**src/rtl/skip_pipe_pkg.sv**
```systemverilog
package skip_pipe_pkg;

  // Strobes from the mode control to the stage datapath.
  typedef struct packed {
    logic skipOdd;   // odd-indexed stages act as wires
  } stageStrobe_t;

endpackage

```
**src/rtl/skip_stage_reg.sv**
```systemverilog
module skip_stage_reg #(
  parameter int DATA_W = 16
) (
  input  logic              clk,
  input  logic              rstN,
  input  logic              skip,
  input  logic              inValid,
  input  logic [DATA_W-1:0] inData,
  output logic              outValid,
  output logic [DATA_W-1:0] outData
);

  logic              validQ;
  logic [DATA_W-1:0] dataQ;

  always_ff @(posedge clk or negedge rstN) begin
    if (!rstN) validQ <= 1'b0;
    else       validQ <= inValid;
  end

  // Data needs no reset: it is only looked at under validQ.
  always_ff @(posedge clk) begin
    if (inValid) dataQ <= inData;
  end

  assign outValid = skip ? inValid : validQ;
  assign outData  = skip ? inData  : dataQ;

endmodule

```
**src/rtl/skip_stage_ctl.sv**
```systemverilog
module skip_stage_ctl
  import skip_pipe_pkg::*;
(
  input  logic         halfMode,
  output stageStrobe_t strobe
);

  always_comb begin
    strobe         = '0;
    strobe.skipOdd = halfMode;
  end

endmodule

```
**src/rtl/skip_stage_chain.sv**
```systemverilog
module skip_stage_chain
  import skip_pipe_pkg::*;
#(
  parameter int DATA_W     = 16,
  parameter int NUM_STAGES = 4
) (
  input  logic              clk,
  input  logic              rstN,
  input  stageStrobe_t      strobe,
  input  logic              inValid,
  input  logic [DATA_W-1:0] inData,
  output logic              outValid,
  output logic [DATA_W-1:0] outData
);

  logic              linkValid [NUM_STAGES+1];
  logic [DATA_W-1:0] linkData  [NUM_STAGES+1];

  assign linkValid[0] = inValid;
  assign linkData[0]  = inData;

  for (genvar i = 0; i < NUM_STAGES; i++) begin : gStage
    logic skipHere;
    if ((i % 2) == 1) begin : gOdd
      assign skipHere = strobe.skipOdd;
    end else begin : gEven
      assign skipHere = 1'b0;
    end

    skip_stage_reg #(.DATA_W(DATA_W)) uStage (
      .clk      (clk),
      .rstN     (rstN),
      .skip     (skipHere),
      .inValid  (linkValid[i]),
      .inData   (linkData[i]),
      .outValid (linkValid[i+1]),
      .outData  (linkData[i+1])
    );
  end

  assign outValid = linkValid[NUM_STAGES];
  assign outData  = linkData[NUM_STAGES];

endmodule

```
**src/rtl/skip_pipe.sv**
```systemverilog
module skip_pipe
  import skip_pipe_pkg::*;
#(
  parameter int DATA_W     = 16,
  parameter int NUM_STAGES = 4   // even, at least 2
) (
  input  logic              clk,
  input  logic              rstN,
  input  logic              halfMode,
  input  logic              inValid,
  input  logic [DATA_W-1:0] inData,
  output logic              outValid,
  output logic [DATA_W-1:0] outData
);

  stageStrobe_t strobe;

  skip_stage_ctl uCtl (
    .halfMode (halfMode),
    .strobe   (strobe)
  );

  skip_stage_chain #(
    .DATA_W     (DATA_W),
    .NUM_STAGES (NUM_STAGES)
  ) uChain (
    .clk      (clk),
    .rstN     (rstN),
    .strobe   (strobe),
    .inValid  (inValid),
    .inData   (inData),
    .outValid (outValid),
    .outData  (outData)
  );

endmodule

```
**config.mk**
```make
export PLATFORM = sky130hd
export DESIGN_NAME = skip_pipe
export DESIGN_NICKNAME = d
export VERILOG_FILES = /design/src/rtl/skip_pipe_pkg.sv /design/src/rtl/skip_stage_reg.sv /design/src/rtl/skip_stage_ctl.sv /design/src/rtl/skip_stage_chain.sv /design/src/rtl/skip_pipe.sv
export SDC_FILE = /design/constraint.sdc
export NUM_CORES = 1
export LEC_CHECK = 0
export CAP_MARGIN = 10
export CORE_AREA = 2 2 73 75
export DETAILED_ROUTE_END_ITERATION = 16
export DIE_AREA = 0 0 75 77
export PLACE_DENSITY = 0.78
export SLEW_MARGIN = 30
export SYNTH_ARGS = -nofsm -noshare
export SYNTH_HDL_FRONTEND = slang
export SYNTH_SLANG_ARGS = --single-unit
```
**constraint.sdc**
```tcl
create_clock -name clk -period 1.55 [get_ports clk]
set_input_delay 0.3875 -clock clk [delete_from_list [all_inputs] [get_ports clk]]
set_output_delay 0.3875 -clock clk [all_outputs]
set_load 0.01 [all_outputs]
```
==> out/qor.csv, run 1 <==
stage;metric;value;unit
detailed_routing;vias per inst;4.64;
global_route;antenna violations before repair;0;
yosys;top cells by area, synth;edfxtp_1 (74%), mux2_4 (17%), dfrtp_1 (3.9%);
yosys;post-synthesis sequential area ratio;78.1;%
layout;Post-Layout Cell Count;244;
yosys;synthesized area per cell;24.4;um^2
pwr;Switching Share;20.4;%
layout;Final nets;189;
worst_setup_path;endpoint type of the worst setup path;output port;
layout;utilization after layout;66.8;%
worst_setup_path;Worst Setup Path Type;reg2out;
detailed_routing;DRT Pass-1 Iters;6;
pwr;Pwr Density;1270;nW/um^2
floorplan;Die Ht;77;um
global_route;largest net degree at the start of global routing;18;
clock_network;cts bufs inserted;9;
floorplan;row count;26;
clock_network;CTS Sinks;68;
pwr;Internal;3.35;mW
timing;RSZ-0062 raised after global routing;true;
timing;final setup vio count;0;
floorplan;die area;5780;um^2
pwr;clock share of power;34.2;%
timing;Setup Skew;0.00790;ns
clock_network;clock-pin slew on the worst setup and hold paths;0.07;ns
place;I/O Buffers;36;
yosys;area leader, netlist;edfxtp_1;
clock_network;CTS tree;yes;
clock_network;CTS root buf;clkbuf_8;
timing;crit share post-route;99.4;%
timing;min Tclk post-route;1.54;ns
pwr;maximum vdd drop;920;uV
yosys;synthesized flop and latch total;68;
yosys;syn_nets;126;
layout;antenna cells;0;
yosys;Mapped Area;2590;um^2
detailed_routing;drt total wl;3.82;mm
yosys;post-synth cell types;6;
floorplan;Starting Density;52.0;%
yosys;Mapped Cells;106;
layout;layout cell share with drive strength beyond 1;50.6;%
detailed_routing;Residual DRC;0;
timing;Slew Limit Fails;0;
worst_setup_path;Critical Path RT;1.16;ns
layout;fill count;329;
timing;f_max;649;MHz
clock_network;hold buffers post-CTS;0;
place;Final GP Congestion;0.747;
worst_setup_path;worst setup path start;uChain.gStage[2].uStage.dataQ[15]$_DFFE_PP_;
floorplan;Die W;75;um
timing;Fin. Hold Viols;0;
detailed_routing;wire per inst;15.6;um
clock_network;H-Tree Depth;3;
global_route;grt ovf;0;
clock_network;Clock Tree Buf Depth;2;
global_route;first-pass GRT wire length;5.96;mm
global_route;number of global-route vias before repair;1197;
worst_setup_path;CP arrival;1.15;ns
layout;commonest non-fill, non-tap cells in the layout;edfxtp_1 (64), mux2_4 (30), clkdlybuf4s50_1 (18);
run;# Max-Cap Violations;0;
pwr;Pleak;1.32;nW
layout;commonest non-fill, non-tap cell in the layout;edfxtp_1;
detailed_routing;vias;1131;
detailed_routing;DRT iter0 DRCs;80;
floorplan;IO Pins;37;
place;cell count after placement;215;
yosys;area share of the largest cell type after synthesis;74.2;%
run_status;status;completed;
layout;multi-input logic area;495;um^2
pwr;Combinational Power Share;11.5;%
timing;worst-margin pin slew;0.249;ns
global_route;gr usage total;14.8;%
worst_setup_path;CP Max Fanout;2;
timing;final hold slack;0.246;ns
min_path;type of the tightest min-delay check;in2async;
worst_setup_path;Critical R2R Launch;uChain.gStage[2].uStage.validQ$_DFF_PN0_;
layout;post-synthesis to final-layout area growth;28.5;%
yosys;total of warnings raised by yosys;0;
floorplan;core area;4980;um^2
layout;Storage cell area;2020;um^2
detailed_routing;Routed Antenna Nets;0;
worst_setup_path;Worst setup SP type;flip-flop;
clock_network;clk_lat worst skew;0.33;ns
pwr;P_sw;0.859;mW
timing;Slew HR;83.4;%
pwr;Flop pwr share;54.3;%
## worst paths after layout
check,cells after the start,slack (ns),to
worst max register to register,3,0.44,uChain.gStage[3].uStage.dataQ[9]$_DFFE_PP_
worst max-delay path,2,0.009,outData[15]
min in group clk,0,0.45,uChain.gStage[3].uStage.dataQ[7]$_DFFE_PP_
max in group asynchronous,1,1.14,uChain.gStage[0].uStage.validQ$_DFF_PN0_
worst min-delay path,1,0.25,uChain.gStage[3].uStage.validQ$_DFF_PN0_
worst min register to register,0,0.45,uChain.gStage[3].uStage.dataQ[7]$_DFFE_PP_
## registers in the layout (all words and copies together) (netlist names)
name and flops:
uChain.gStage.uStage.dataQ 64, uChain.gStage.uStage.validQ 4
## routing by layer
layer  wire (um)  up-vias  global-route usage (%)  share of wire, %
li1            -      542                       -                 -
met1        1710      548                    19.0                45
met2        1870       36                    22.0                49
met3         199        5                    5.78               5.2
met4          28        0                    6.43              0.73
met5           0        -                       0                 0
## cells in the mapped netlist (all sizes together)
cell and n:
buf 4, dfrtp 4, edfxtp 64, mux2 34
## stage by stage
| step | instance area (um^2) | power, mW | TNS (ns) | setup slack (ns) |
|---|---|---|---|---|
| 5_1_grt | 3330 | 4.38 | -0.0985 | -0.0204 |
| 2_1_floorplan | 2590 | 2.55 | 0 | 0.197 |
| 3_5_place_dp | 3050 | 2.78 | -6.41 | -0.311 |
| 6_report | 3330 | 4.21 | 0 | 0.00931 |
| 3_3_place_gp | 3050 | 2.75 | -6.07 | -0.314 |
| 4_1_cts | 3250 | 4.20 | -0.00303 | -0.00160 |
## critical path, stage by stage, from the launching register on
cell and delay [ns]:
edfxtp_1 0.41, mux2_4 0.27, buf_2 0.14
## power groups by stage
stage | clock [mW] | sequential (mW) | combinational, mW
floorplan | 0 | 2.31 | 0.238
global placement | 0 | 2.31 | 0.440
detailed placement | 0 | 2.33 | 0.448
CTS | 1.48 | 2.29 | 0.438
global route | 1.56 | 2.30 | 0.515
finish | 1.44 | 2.29 | 0.485
## what timing repair did
item | in CTS | in global routing
setup endpoints to repair | 17 | 13
resized for setup | 71 | 7
endpoints found under the hold margin | 0 | 0
setup buffers | 8 | 5
gates cloned | 0 | 0
## cell families after synthesis
family,count (synthesis),synth area share [%]
multiplexers,34,19.1
buffers and inverters,4,2.76
flip-flops,68,78.1
## area by class of cell
type,count,area share (%)
tap,70,2.63
clock buffer,11,4.55
timing repair buffer,56,15.6
clock inverter,5,1.50
sequential,68,60.8
multi-input combinational,34,14.9
No activity file was read; power rests on OpenSTA's default activity.
==> run 2: changes to the inputs <==
Settings changed: CORE_AREA 2 2 73 75 to 2 2 72 74, CTS_BUF_LIST set to sky130_fd_sc_hd__clkbuf_8, DIE_AREA 0 0 75 77 to 0 0 74 76, PLACE_DENSITY 0.78 to 0.8.
==> run 2 against run 1 <==
Against the previous run: clock skew shrank 0.0013 ns; critical path depth is the same; utilization shrank 0.72 points; clock power shrank 24%; critical path type unchanged; flip-flop and latch count is the same; sequential power is essentially flat; count of clock-buffer cells in the layout shrank 2; largest cell class unchanged; worst hold slack gained 0.028 ns; combinational power shrank 4.3%; global-route usage shrank 0.15 points; worst setup slack lost 0.0026 ns; cell count shrank 3.3%.
==> out/qor.csv, run 2 (synthesized netlist as in run 1, its figures left out) <==
stage;metric;value;unit
run_status;status;completed;
timing;Slew Limit Fails;0;
global_route;met1 Usage GRT;16.5;%
floorplan;die area;5620;um^2
worst_setup_path;CP arrival;1.16;ns
timing;crit share post-route;99.6;%
global_route;antenna violations before repair;0;
layout;post-synthesis to final-layout area growth;25.5;%
worst_setup_path;Worst setup SP type;flip-flop;
global_route;grt ovf;0;
worst_setup_path;Worst path slowest cell;edfxtp_1;
clock_network;CTS Sinks;68;
floorplan;IO Pins;37;
detailed_routing;drt total wl;3.64;mm
clock_network;CTS tree;yes;
layout;Storage cell area;2020;um^2
timing;RSZ-0062 raised after global routing;true;
global_route;grt met3 use;5.95;%
timing;Fin. Hold Viols;0;
clock_network;clk_lat worst skew;0.33;ns
layout;commonest non-fill, non-tap cell in the layout;edfxtp_1;
layout;max FFs per register;64;
floorplan;Starting Density;52.7;%
timing;Slew HR;81.1;%
clock_network;hold buffers post-CTS;0;
detailed_routing;DRT Pass-1 Iters;4;
floorplan;core area;4910;um^2
floorplan;Die W;74;um
detailed_routing;vias per inst;4.72;
min_path;type of the tightest min-delay check;in2async;
worst_setup_path;Worst Setup Path Type;reg2out;
global_route;busiest grt layer;met2;
worst_setup_path;endpoint type of the worst setup path;output port;
clock_network;cts bufs inserted;9;
global_route;number of global-route vias before repair;1172;
timing;worst-margin pin slew;0.284;ns
layout;multi-input logic area;495;um^2
global_route;met2 Usage GRT;23.3;%
layout;Final nets;181;
worst_setup_path;max incr delay on CP;0.43;ns
worst_setup_path;R2R Setup Slk;0.53;ns
timing;final setup vio count;0;
detailed_routing;Routed Antenna Nets;0;
timing;Setup Skew;0.00658;ns
floorplan;row count;26;
pwr;Pwr Density;1190;nW/um^2
layout;fill count;314;
worst_setup_path;Critical Path RT;1.16;ns
clock_network;clock-pin slew on the worst setup and hold paths;0.06;ns
place;I/O Buffers;36;
layout;layout cell share with drive strength beyond 1;44.0;%
layout;antenna cells;0;
worst_setup_path;Critical R2R Launch;uChain.gStage[0].uStage.validQ$_DFF_PN0_;
detailed_routing;DRT iter0 DRCs;56;
run;# Max-Cap Violations;0;
place;Final GP Congestion;0.716;
clock_network;H-Tree Depth;3;
worst_setup_path;RR Endpoint;uChain.gStage[2].uStage.dataQ[1]$_DFFE_PP_;
floorplan;Die Ht;76;um
timing;f_max;648;MHz
layout;commonest non-fill, non-tap cells in the layout;edfxtp_1 (64), mux2_4 (30), clkdlybuf4s50_1 (18);
layout;Largest regs;uChain.gStage.uStage.dataQ (64), uChain.gStage.uStage.validQ (4);
worst_setup_path;crit path cell chain;mux2_4 -> buf_6;
global_route;gr usage total;14.6;%
pwr;maximum vdd drop;651;uV
timing;min Tclk post-route;1.54;ns
detailed_routing;Residual DRC;0;
clock_network;CTS root buf;clkbuf_8;
worst_setup_path;R2R depth;1;
pwr;total power draw;3.85;mW
worst_setup_path;CP Buf/Inv Count;1;
clock_network;Clock Tree Buf Depth;2;
layout;Largest Register;uChain.gStage.uStage.dataQ;
pwr;Pleak;1.28;nW
global_route;largest net degree at the start of global routing;18;
detailed_routing;vias;1115;
worst_setup_path;CP Max Fanout;2;
worst_setup_path;critical path's top delay family;flip-flops;
detailed_routing;wire per inst;15.4;um
global_route;first-pass GRT wire length;5.77;mm
timing;final hold slack;0.274;ns
[run 2: cell count changes in the layout (fill, tap and decap cells not counted)]
cell / previous run / this run
bufinv_16: 1 / 0
buf_6: 10 / 14
buf_16: 0 / 1
buf_12: 3 / 2
inv_1: 0 / 7
clkbuf_8: 11 / 9
buf_4: 17 / 9
buf_2: 8 / 4
clkinv_2: 4 / 0
[run 2: timing repair]
item                       CTS  global route
buffers inserted             4             1
gates cloned                 1             0
resized for setup           78             7
setup endpoints to repair   17            14
[run 2: layer usage]
metal  share of wire (%)  wire length, um
met4                 1.6               57
met5                   0                0
met2                  52             1900
met1                  41             1500
met3                 4.9              177
[run 2: how the worst max path moves through the flow]
stage / start / end / slack (ns) / depth (start not counted)
finish: uChain.gStage[2].uStage.dataQ[6]$_DFFE_PP_ / outData[6] / 0.007 / 2
CTS: uChain.gStage[2].uStage.dataQ[4]$_DFFE_PP_ / outData[4] / -0.003 / 2
floorplan: halfMode / outData[0] / 0.20 / 3
detailed placement: halfMode / outData[9] / -0.33 / 4
global placement: halfMode / outData[14] / -0.31 / 4
global route: uChain.gStage[2].uStage.dataQ[6]$_DFFE_PP_ / outData[6] / -0.03 / 2
[run 2: power by group]
part,internal (mW),switching [mW],total [mW]
Combinational,0.305,0.159,0.464
Sequential,2.22,0.0762,2.30
Clock,0.539,0.553,1.09
Total,3.07,0.788,3.85
[run 2: final cells by class]
class / instances / share of cell area (%)
Sequential cell: 68 / 62.2
Multi-Input combinational cell: 34 / 15.3
Timing Repair Buffer: 48 / 15.2
Clock buffer: 9 / 3.81
Tap cell: 70 / 2.70
Clock inverter: 7 / 0.809
[run 2: stage by stage]
step                      utilization (%)  std cells  setup WS, ns  setup TNS [ns]  area, um^2
after floorplan                         -        106         0.197               0        2590
after global placement               61.7        214        -0.311           -7.58        3030
after detailed placement             61.7        214        -0.333           -8.66        3030
after CTS                            65.3        235      -0.00260        -0.00540        3210
after global routing                 66.1        236       -0.0319          -0.176        3250
final                                66.1        236       0.00668               0        3250
